### src/rtl/ldfmt_pkg.sv
package ldfmt_pkg;

  localparam int unsigned LDF_DATA_W = 64;
  localparam int unsigned LDF_BYTES  = LDF_DATA_W / 8;
  localparam int unsigned LDF_NCODES = 4;

  typedef enum logic [1:0] {
    EW_8  = 2'd0,
    EW_16 = 2'd1,
    EW_32 = 2'd2,
    EW_64 = 2'd3
  } ew_code_e;

  // Ones in the low (8 << code) bits.
  function automatic logic [LDF_DATA_W-1:0] ew_mask(input logic [1:0] code);
    logic [LDF_DATA_W-1:0] m;
    m = '0;
    for (int b = 0; b < LDF_DATA_W; b++) begin
      if (b < (8 << code)) m[b] = 1'b1;
    end
    return m;
  endfunction

endpackage

### src/rtl/ldfmt_swap.sv
module ldfmt_swap
  import ldfmt_pkg::*;
#(
  parameter int unsigned DATA_W = LDF_DATA_W
) (
  input  logic [DATA_W-1:0] din,
  input  logic [1:0]        op_w,
  input  logic              do_swap,
  output logic [DATA_W-1:0] dout
);

  localparam int unsigned NBYTES = DATA_W / 8;

  logic [DATA_W-1:0] swapped [LDF_NCODES];
  logic [DATA_W-1:0] masked;

  assign masked = din & ew_mask(op_w);

  // One reversal network per operation width.
  for (genvar c = 0; c < LDF_NCODES; c++) begin : g_width
    localparam int unsigned NB = 1 << c;
    for (genvar b = 0; b < NBYTES; b++) begin : g_byte
      if (b < NB) begin : g_in
        assign swapped[c][b*8 +: 8] = din[(NB-1-b)*8 +: 8];
      end else begin : g_out
        assign swapped[c][b*8 +: 8] = 8'h00;
      end
    end
  end

  always_comb begin
    if (do_swap) dout = swapped[op_w];
    else         dout = masked;
  end


  always_comb begin
    if (op_w == EW_8) begin
      byte_ident_chk: assert (dout == {{(DATA_W-8){1'b0}}, din[7:0]});
    end
  end

endmodule

### src/rtl/ldfmt_conv.sv
module ldfmt_conv
  import ldfmt_pkg::*;
#(
  parameter int unsigned DATA_W = LDF_DATA_W
) (
  input  logic [DATA_W-1:0] din,
  input  logic [1:0]        op_w,
  input  logic [1:0]        dst_w,
  input  logic              sat,
  input  logic              sgn,
  output logic [DATA_W-1:0] dout
);

  logic [DATA_W-1:0] op_mask;
  logic [DATA_W-1:0] dst_mask;
  logic [DATA_W-1:0] half_mask;
  logic [DATA_W-1:0] sext;
  logic [DATA_W-1:0] upper;
  logic              sign_bit;
  logic              fits_s;
  logic              fits_u;
  logic [DATA_W-1:0] sat_u;
  logic [DATA_W-1:0] sat_s;

  always_comb begin
    op_mask   = ew_mask(op_w);
    dst_mask  = ew_mask(dst_w);
    half_mask = dst_mask >> 1;
    sign_bit  = din[(8 << op_w) - 1];
    sext      = (din & op_mask) | (sign_bit ? ~op_mask : '0);
    upper     = sext & ~half_mask;
    fits_s    = (upper == '0) || (upper == ~half_mask);
    fits_u    = ((din & op_mask & ~dst_mask) == '0);

    sat_u = fits_u ? (din & op_mask) : dst_mask;

    if (fits_s)        sat_s = sext & dst_mask;
    else if (sign_bit) sat_s = (~half_mask) & dst_mask;
    else               sat_s = half_mask;

    if (!sat)     dout = din & op_mask & dst_mask;
    else if (sgn) dout = sat_s;
    else          dout = sat_u & dst_mask;
  end


  always_comb begin
    if (sat && !sgn && (dst_w >= op_w)) begin
      uns_wide_chk: assert (dout == (din & op_mask));
    end
  end

endmodule

### src/rtl/ldfmt_stage.sv
module ldfmt_stage
  import ldfmt_pkg::*;
#(
  parameter int unsigned DATA_W = LDF_DATA_W
) (
  input  logic              clk,
  input  logic              rst_n,
  input  logic              in_valid,
  input  logic [DATA_W-1:0] in_data,
  input  logic [1:0]        in_op_w,
  input  logic [1:0]        in_dst_w,
  input  logic              in_rev,
  input  logic              in_le,
  input  logic              in_sat,
  input  logic              in_signed,
  output logic              out_valid,
  output logic [DATA_W-1:0] out_data
);

  logic              do_swap;
  logic [DATA_W-1:0] ordered;
  logic [DATA_W-1:0] formatted;
  logic              valid_d, valid_q;
  logic [DATA_W-1:0] data_d, data_q;

  assign do_swap = ~(in_rev ^ in_le);

  ldfmt_swap #(.DATA_W(DATA_W)) u_swap (
    .din     (in_data),
    .op_w    (in_op_w),
    .do_swap (do_swap),
    .dout    (ordered)
  );

  ldfmt_conv #(.DATA_W(DATA_W)) u_conv (
    .din   (ordered),
    .op_w  (in_op_w),
    .dst_w (in_dst_w),
    .sat   (in_sat),
    .sgn   (in_signed),
    .dout  (formatted)
  );

  always_comb begin
    valid_d = in_valid;
    data_d  = in_valid ? formatted : data_q;
  end

  always_ff @(posedge clk or negedge rst_n) begin
    if (!rst_n) begin
      valid_q <= 1'b0;
      data_q  <= '0;
    end else begin
      valid_q <= valid_d;
      data_q  <= data_d;
    end
  end

  assign out_valid = valid_q;
  assign out_data  = data_q;


  valid_follow_chk: assert property (@(posedge clk) disable iff (!rst_n)
    in_valid |=> out_valid);

  valid_drop_chk: assert property (@(posedge clk) disable iff (!rst_n)
    !in_valid |=> !out_valid);

  idle_hold_chk: assert property (@(posedge clk) disable iff (!rst_n)
    !in_valid |=> $stable(out_data));

  upper_zero_chk: assert property (@(posedge clk) disable iff (!rst_n)
    in_valid |=> ((out_data & ~ew_mask($past(in_dst_w))) == '0));

  keep_order_chk: assert property (@(posedge clk) disable iff (!rst_n)
    (in_valid && (in_rev != in_le) && !in_sat && (in_op_w == in_dst_w))
    |=> (out_data == ($past(in_data) & ew_mask($past(in_op_w)))));

endmodule

### config.mk
export PLATFORM = sky130hd
export DESIGN_NAME = ldfmt_stage
export DESIGN_NICKNAME = d
export VERILOG_FILES = /design/src/rtl/ldfmt_pkg.sv /design/src/rtl/ldfmt_swap.sv /design/src/rtl/ldfmt_conv.sv /design/src/rtl/ldfmt_stage.sv
export SDC_FILE = /design/constraint.sdc
export NUM_CORES = 1
export LEC_CHECK = 0
export BUFFER_PORTS_ARGS = -buffer_cell sky130_fd_sc_hd__buf_2
export CORE_MARGIN = 2
export CORE_UTILIZATION = 45
export DETAILED_ROUTE_END_ITERATION = 6
export PLACE_DENSITY = 0.7
export SYNTH_ARGS = -nofsm -noshare
export SYNTH_HDL_FRONTEND = slang
export SYNTH_HIERARCHICAL = 1
export SYNTH_SLANG_ARGS = --single-unit
### constraint.sdc
create_clock -name clk -period 0.8 [get_ports clk]
set_input_delay 0.16 -clock clk [delete_from_list [all_inputs] [get_ports clk]]
set_output_delay 0.16 -clock clk [all_outputs]
set_load 0.02 [all_outputs]
After elaboration in Yosys (flattened, before gate mapping) --
Cells that the tools add are included.
Storage, ports and cells: flip-flop bits (word level) 65, output and inout bits 65, logic and storage cells 294
Cells by class: $add $sub $neg 1, order comparisons 130, equal/unequal tests 1, shifts and indexed selects 2, mux-type cells 141, bitwise gates (word level) 14, reduce and logical (&&, ||, !) cells 3
Operators by type and width (count):
- 7-bit by 32-bit < comparator with 1-bit output (first input constant) | 64
- 6-bit by 32-bit < comparator with 1-bit output (first input constant) | 32
- 64-bit 2-to-1 mux | 9
- 64-bit AND | 8
- 5-bit by 32-bit < comparator with 1-bit output (first input constant) | 16
- 4-bit by 32-bit < comparator with 1-bit output (first input constant) | 8
- 1-bit 2-to-1 mux | 130
- 64-bit binary-select mux with 2-bit select | 1
- 64-bit zero test | 2
- 3-bit by 32-bit < comparator with 1-bit output (first input constant) | 4
- 64-bit NOT | 2
- 64-bit equality test | 1
- 1-bit by 32-bit < comparator with 1-bit output (first input constant) | 2
- 2-bit by 32-bit < comparator with 1-bit output (first input constant) | 2
- 63-bit NOT with 64-bit output | 1
- 64-bit OR | 1
- 4-bit by 2-bit << shifter with 32-bit output (first input constant) | 2
- 32-bit by 8-bit < comparator with 1-bit output (second input constant) | 1
- 32-bit by 2-bit subtractor with 32-bit output (second input constant) | 1
- 1-bit binary-select mux with 6-bit select | 1
- 3-bit >= comparator (second input constant) | 1
- 2-bit NOT with 3-bit output | 1
- 1-bit logical OR | 1
- 1-bit XOR | 1

Depth between registers and ports, before layout --
depth in word-level cells 16, depth in mapped cells 16

Cells and area by module --
Netlist, hierarchy kept.
By module, submodules not included:
- ldfmt_stage | times used 1, cells each 137, area each 2712.6 um^2
- ldfmt_conv | times used 1, cells each 381, area each 2287.2 um^2
- ldfmt_swap | times used 1, cells each 226, area each 1629.1 um^2

Least setup slack after synthesis --
Ideal clock, no wire load.
path kind in2reg, start point input port in_op_w[0], end point register data_q[62] (netlist: out_data[62]), library setup time 0.125 ns, arrival 3.371 ns, data required time 0.675 ns, path slack -2.695 ns, cell stages on the path 14, path buffers 2, cells stage by stage nor2_2 > inv_1 > clkbuf_1 > ha_1 > mux2i_2 > a222oi_1 > a221o_1 > nor4b_2 > nand3_2 > o21a_1 > buf_2 > o311ai_1 > a21oi_1 > mux2_2
Between the ends: longest elaborated chain between the ends 16, elaborated cells between the ends (all ways) 157
Ends and longest elaborated chain:
- start: declaration | RTL line ldfmt_stage.sv:10 | input logic [1:0] in_op_w,
- 4-bit by 2-bit << shifter with 32-bit output or 2-bit NOT with 3-bit output (tied branches) | RTL line ldfmt_pkg.sv:19, ldfmt_conv.sv:29, ldfmt_swap.sv:32
- 1-bit by 32-bit < comparator with 1-bit output, or another cell as far along | RTL line ldfmt_pkg.sv:19 | if (b < (8 << code)) m[b] = 1'b1;
- 1-bit 2-to-1 mux or 64-bit 2-to-1 mux (tied branches) | RTL line ldfmt_pkg.sv:19, ldfmt_swap.sv:32
- 64-bit AND or 64-bit 2-to-1 mux (tied branches) | RTL line ldfmt_swap.sv:17, ldfmt_swap.sv:32
- 64-bit 2-to-1 mux | RTL line ldfmt_swap.sv:32 | if (do_swap) dout = swapped[op_w];
- 1-bit binary-select mux with 6-bit select | RTL line ldfmt_conv.sv:29 | sign_bit = din[(8 << op_w) - 1];
- 1-bit 2-to-1 mux (implied by the code) (2 in a row) | RTL line ldfmt_conv.sv:29
- 64-bit 2-to-1 mux | RTL line ldfmt_conv.sv:30 | sext = (din & op_mask) | (sign_bit ? ~op_mask : '0);
- 64-bit OR | RTL line ldfmt_conv.sv:30
- 64-bit AND | RTL line ldfmt_conv.sv:31 | upper = sext & ~half_mask;
- 64-bit equality test or 64-bit zero test (tied branches) | RTL line ldfmt_conv.sv:32 | fits_s = (upper == '0) || (upper == ~half_mask);
- 1-bit logical OR | RTL line ldfmt_conv.sv:32
- 64-bit 2-to-1 mux | RTL line ldfmt_conv.sv:37 | if (fits_s) sat_s = sext & dst_mask;
- 64-bit 2-to-1 mux | RTL line ldfmt_conv.sv:42 | else if (sgn) dout = sat_s;
- 64-bit 2-to-1 mux * | RTL line ldfmt_conv.sv:41 | if (!sat) dout = din & op_mask & dst_mask;
- via formatted[62] | RTL line ldfmt_stage.sv:22 | logic [DATA_W-1:0] formatted;
- end signal: assignment | RTL line ldfmt_stage.sv:55 | data_q <= data_d;
- end: declaration | RTL line ldfmt_stage.sv:24 | logic [DATA_W-1:0] data_d, data_q;
The timed path passes the listed nets; every way through them passes the cells marked *. The select of a mux whose other input is x is not followed. A chain may end at the register's enable or synchronous reset.

Worst setup path in the final report --
start point input port in_rev, end point register data_q[39] (netlist: out_data[39])
Between the ends: longest elaborated chain between the ends 13, elaborated cells between the ends (all ways) 22
Ends and longest elaborated chain:
- start: declaration | RTL line ldfmt_stage.sv:12 | input logic in_rev,
- 1-bit XOR * | RTL line ldfmt_stage.sv:26 | assign do_swap = ~(in_rev ^ in_le);
- 64-bit 2-to-1 mux * | RTL line ldfmt_swap.sv:32
- via ordered[9] | RTL line ldfmt_stage.sv:21 | logic [DATA_W-1:0] ordered;
- 1-bit binary-select mux with 6-bit select | RTL line ldfmt_conv.sv:29
- 1-bit 2-to-1 mux (implied by the code) (2 in a row) | RTL line ldfmt_conv.sv:29
- 64-bit 2-to-1 mux | RTL line ldfmt_conv.sv:30
- 64-bit OR | RTL line ldfmt_conv.sv:30
- 64-bit AND | RTL line ldfmt_conv.sv:31
- 64-bit equality test or 64-bit zero test (tied branches) | RTL line ldfmt_conv.sv:32
- 1-bit logical OR | RTL line ldfmt_conv.sv:32
- 64-bit 2-to-1 mux | RTL line ldfmt_conv.sv:37
- 64-bit 2-to-1 mux * | RTL line ldfmt_conv.sv:42
- 64-bit 2-to-1 mux * | RTL line ldfmt_conv.sv:41
- via formatted[39] | RTL line ldfmt_stage.sv:22
Marked as above.

==> impl.org <==
** Routing
- First DRT Iteration DRCs :: 742
- Count of unresolved DRC violations after routing :: 0
- Number of vias per cell after detailed routing :: 5.79
- The final route contains 7661 vias.
- Total detailed-routing wirelength :: 26400 µm
- Dividing the detail-routed wire length by the instance count gives 19.9 µm.
- The first TritonRoute pass finished after 5 iterations.
- Residual antenna-violating net count after detailed routing :: 0

** Timing
- Shortest period the worst path allows :: 3210 ps
- For the final routed database, the setup TNS stands at -165150 ps.
- The final hold violation count is 0.
- Tcrit/Tclk final :: 401%
- Setup repair after global routing could not meet its margin everywhere.
- On the final layout, the worst hold slack is 203 ps.
- Worst slew pin tran :: 478 ps
- Setup violations remaining at the end of the flow were counted as 129.
- Across all setup checks in the final design, the least slack found is -2410 ps.
- Largest clock skew in the final design :: 0 ps
- Worst max-slew margin expressed relative to the limit :: 68.1%
- The number of slew-limit violations in the final report was 0.
- Achievable frequency :: 312 MHz

** Placed design
- The count of buffers added on input and output ports is 139.
- After legalization and detailed placement, the total HPWL measured 18800 µm.
- Global placement routability congestion :: 1.00
- Placed instance count :: 1232

** Floorplan
- For this design the top-level I/O count stands at 140.
- Area of the die :: 15700 µm²
- Starting utilization of the core area :: 45.8%
- Width of the die :: 125 µm
- The die is 125 µm tall.
- Core area :: 14500 µm²
- Row generation in the floorplan step produced 44 rows.

** Critical path
- Crit path DAT :: 3440 ps
- On the worst path, the slowest cell contributes a delay of 370 ps.
- Worst r2r path cells :: 3
- Dominant delay contributor by cell family on the critical path :: compound AO/OA/AOI/OAI gates
- Walking the worst path, the cells encountered are buf_8, xnor2_4, buf_12, buf_16, buf_4, o22ai_1, nor2_1, nor4_2, nand2_1, a221o_1, nor4b_4, nand3_2, o21a_4, o2111ai_4, buf_12, a31oi_1, mux2_4.
- The worst setup path is of the input port to flip-flop kind.
- Most used cell along the critical path :: sky130_fd_sc_hd__buf_12
- STA classifies the critical path endpoint as a flip-flop.
- Critical path data required time :: 1030 ps
- Crit path launch type :: input port
- Path length in cells of the critical path :: 17
- Number of buffer and inverter instances along the worst setup path :: 5
- The largest individual stage delay along the critical path comes from the cell sky130_fd_sc_hd__a221o_1.
- Largest fanout on the critical path :: 30

** Clock tree
- The later pin in the worst-skew pair is clocked with a latency of 350 ps.
- The H-tree was split into 3 levels.
- TritonCTS built the clock tree.
- In this run the deepest clock path goes through 2 buffers.
- The tree is rooted in a sky130_fd_sc_hd__clkbuf_16.
- Clock tree synthesis found a total of 65 sinks.
- In this run, CTS created clock tree buffers numbering 9.
- After clock tree synthesis, the clock-pin slew on the worst setup and hold paths is 60 ps.

** Synth
- Among all flip-flop cells after synthesis, the most frequent one is sky130_fd_sc_hd__dfrtp_1.
- Mux cell area share after synthesis :: 23.2%
- Counting distinct cell types in the post-synthesis netlist gives 78.
- Share of the synthesized area in compound gates (AO/OA/AOI/OAI) :: 25.0%
- Seq cells post-synth :: 65
- Basic-gate share of the synthesized area counting and, or, nand and nor cells :: 16.6%
- Share of synthesized area occupied by flip-flops and latches :: 24.5%
- FFs w/ async S/R, synth :: 100%
- The cell count after synthesis came out at 744.
- The mapped netlist covers 6630 µm².
- In this run, synthesis inferred 0 flip-flops with an integrated enable.
- Mapped Nets :: 823
- The Yosys step of the flow raised 6 warnings.
- Average instance area after synthesis :: 8.91 µm²
- Of the total synthesized cell area, the portion taken by XOR and XNOR cells is 0.661%.
- Combinational family with the most area after synthesis :: compound AO/OA/AOI/OAI gates
- After Yosys synthesis, full adders, half adders and majority gates account for 0.755% of the synthesized area.

** Power
- The clock network accounts for 24.7% of the total power.
- The internal portion of the total power is 11400 µW.
- Dividing total power by cell area gives a power density of 1610 nW/µm².
- Reported net switching power :: 6200 µW
- Share of power burned in combinational logic :: 51.8%
- In this run, flip-flops and latches consume 23.5% of the power.
- Total leakage power :: 0.00528 µW
- Of the total power, the share spent switching nets is 35.2%.
- Highest ir drop seen on vdd :: 1.15 mV

** Cells and area
- Area added between synthesis and finish :: 64.9%
- Number of inserted diodes :: 0
- Share of post-route cells with drive strength above 1 :: 55.6%
- For this run, the post-layout net count is 1214.
- The finished layout holds 1323 standard cells, fillers aside.
- Number of filler instances in the final layout :: 1054

** Worst hold path
- Class of the worst hold path :: input port to flip-flop
- Worst Hold Path Cells :: 2

** GRT
- The via count of the first global-routing pass came to 7423.
- Leftover overflow at the end of global routing :: 0
- The first global-routing pass estimated 39700 µm of wire.
- Number of antenna violations at the first check in global routing :: 0
- Global routing used 31.8% of the available tracks.
- Maximum number of pins on one net before global-route repair :: 42

** Job
- Max-cap violations in this run came to 0.

** Outcome
- Violated checks :: setup timing
- The run finished, with violations left.
==> repair_timing <==
item / CTS / global route
hold buffers: 1 / 0
pin swaps: 17 / 18
hold endpoints to repair: 65 / 0
cloned: 1 / 0
setup buffers: 54 / 20
resized for setup: 172 / 68
setup endpoints to repair: 129 / 129
==> through the flow <==
| stage | cell area (µm²) | power [µW] | utilization (%) | setup WS [ps] |
|---|---|---|---|---|
| 4_1_cts | 10400 | 16700 | 72.1 | -2320 |
| 3_5_place_dp | 9080 | 11000 | 62.7 | -2900 |
| 6_report | 10900 | 17600 | 75.5 | -2410 |
| 5_1_grt | 10900 | 18300 | 75.5 | -2530 |
| 2_1_floorplan | 6860 | 8220 | - | -2410 |
| 3_3_place_gp | 9080 | 11000 | 62.7 | -2930 |
==> area by class of cell <==
cell class | instances | area (µm²) | area share [%]
multi-input combinational | 589 | 4970 | 45.5
timing repair buffer | 448 | 3710 | 34.0
sequential | 65 | 1630 | 14.9
clock buffer | 12 | 246 | 2.25
tap | 184 | 230 | 2.11
inverter | 22 | 82.6 | 0.755
clock inverter | 3 | 65.1 | 0.595
==> placed cells by master, fill, tap and decap left out, types with 21 or more instances in the layout <==
master,count
sky130_fd_sc_hd__buf_4,279
sky130_fd_sc_hd__buf_6,81
sky130_fd_sc_hd__nand2_1,71
sky130_fd_sc_hd__buf_2,70
sky130_fd_sc_hd__mux2_4,65
sky130_fd_sc_hd__dfrtp_1,65
sky130_fd_sc_hd__nor2_1,48
sky130_fd_sc_hd__mux2i_1,42
sky130_fd_sc_hd__a21oi_1,40
sky130_fd_sc_hd__a31oi_1,28
sky130_fd_sc_hd__o211ai_1,22
sky130_fd_sc_hd__inv_1,21
sky130_fd_sc_hd__nand2b_1,21
==> cells in the mapped netlist (8+ instances only) <==
cell                       number  area share (%)
sky130_fd_sc_hd__nand2_1       72             4.1
sky130_fd_sc_hd__dfrtp_1       65              25
sky130_fd_sc_hd__mux2_4        63              14
sky130_fd_sc_hd__a21oi_1       56             4.2
sky130_fd_sc_hd__nor2_1        56             3.2
sky130_fd_sc_hd__mux2i_1       46             6.9
sky130_fd_sc_hd__a31oi_1       29             2.7
sky130_fd_sc_hd__o21ai_0       24             1.8
sky130_fd_sc_hd__inv_1         22             1.2
sky130_fd_sc_hd__nand2b_1      22             2.1
sky130_fd_sc_hd__o211ai_1      22             2.5
sky130_fd_sc_hd__clkbuf_1      20             1.1
sky130_fd_sc_hd__buf_2         16             1.2
sky130_fd_sc_hd__buf_6         16             2.7
sky130_fd_sc_hd__nand4_1       14             1.3
sky130_fd_sc_hd__nand3_1       12            0.91
sky130_fd_sc_hd__o21a_1        11             1.2
sky130_fd_sc_hd__nor4_1        10            0.94
sky130_fd_sc_hd__o22ai_1       10            0.94
sky130_fd_sc_hd__mux2_2         9             1.5
sky130_fd_sc_hd__o211a_1        9             1.4
sky130_fd_sc_hd__a211oi_1       8            0.91
sky130_fd_sc_hd__and3_1         8            0.76
sky130_fd_sc_hd__nor3_1         8            0.60
==> kinds of logic after synthesis <==
family                   count (synthesis)
AO/OA/AOI/OAI                          233
XOR/XNOR                                 5
adder cells (fa/ha/maj)                  4
buffers and inverters                   90
flip-flops                              65
multiplexers                           120
AND/OR/NAND/NOR                        227
==> final timing paths <==
| check | start | endpoint | slack (ps) |
|---|---|---|---|
| setup / recovery | in_rev | out_data[39]$_DFFE_PN0P_ | -2410 |
| hold / removal | in_valid | out_valid$_DFF_PN0_ | 200 |
| setup reg to reg | out_data[42]$_DFFE_PN0P_ | out_data[42]$_DFFE_PN0P_ | -250 |
| hold reg to reg | out_data[25]$_DFFE_PN0P_ | out_data[25]$_DFFE_PN0P_ | 530 |
| max in group asynchronous | rst_n | out_data[14]$_DFFE_PN0P_ | 140 |
| min in group asynchronous | rst_n | out_data[42]$_DFFE_PN0P_ | 330 |
==> power by group through the flow <==
stage	sequential (µW)	combinational (µW)	clock, µW
detailed placement	4050	6980	0
floorplan	4610	3610	0
global placement	4050	6910	0
CTS	4100	8300	4350
finish	4140	9120	4340
global route	4190	9600	4540
==> registers in the layout, summed over array words and instances, names as in the netlist <==
| signal | cells |
|---|---|
| out_data | 64 |
| out_valid | 1 |
==> routing by layer <==
layer | track usage [%] | vias to the layer above | share of wire (%)
li1 | - | 3560 | -
met1 | 42.0 | 3729 | 42
met2 | 52.9 | 332 | 49
met3 | 5.99 | 40 | 6.8
met4 | 10.1 | 0 | 2.3
met5 | 0 | - | 0
Power figures use the tool's default switching activity.
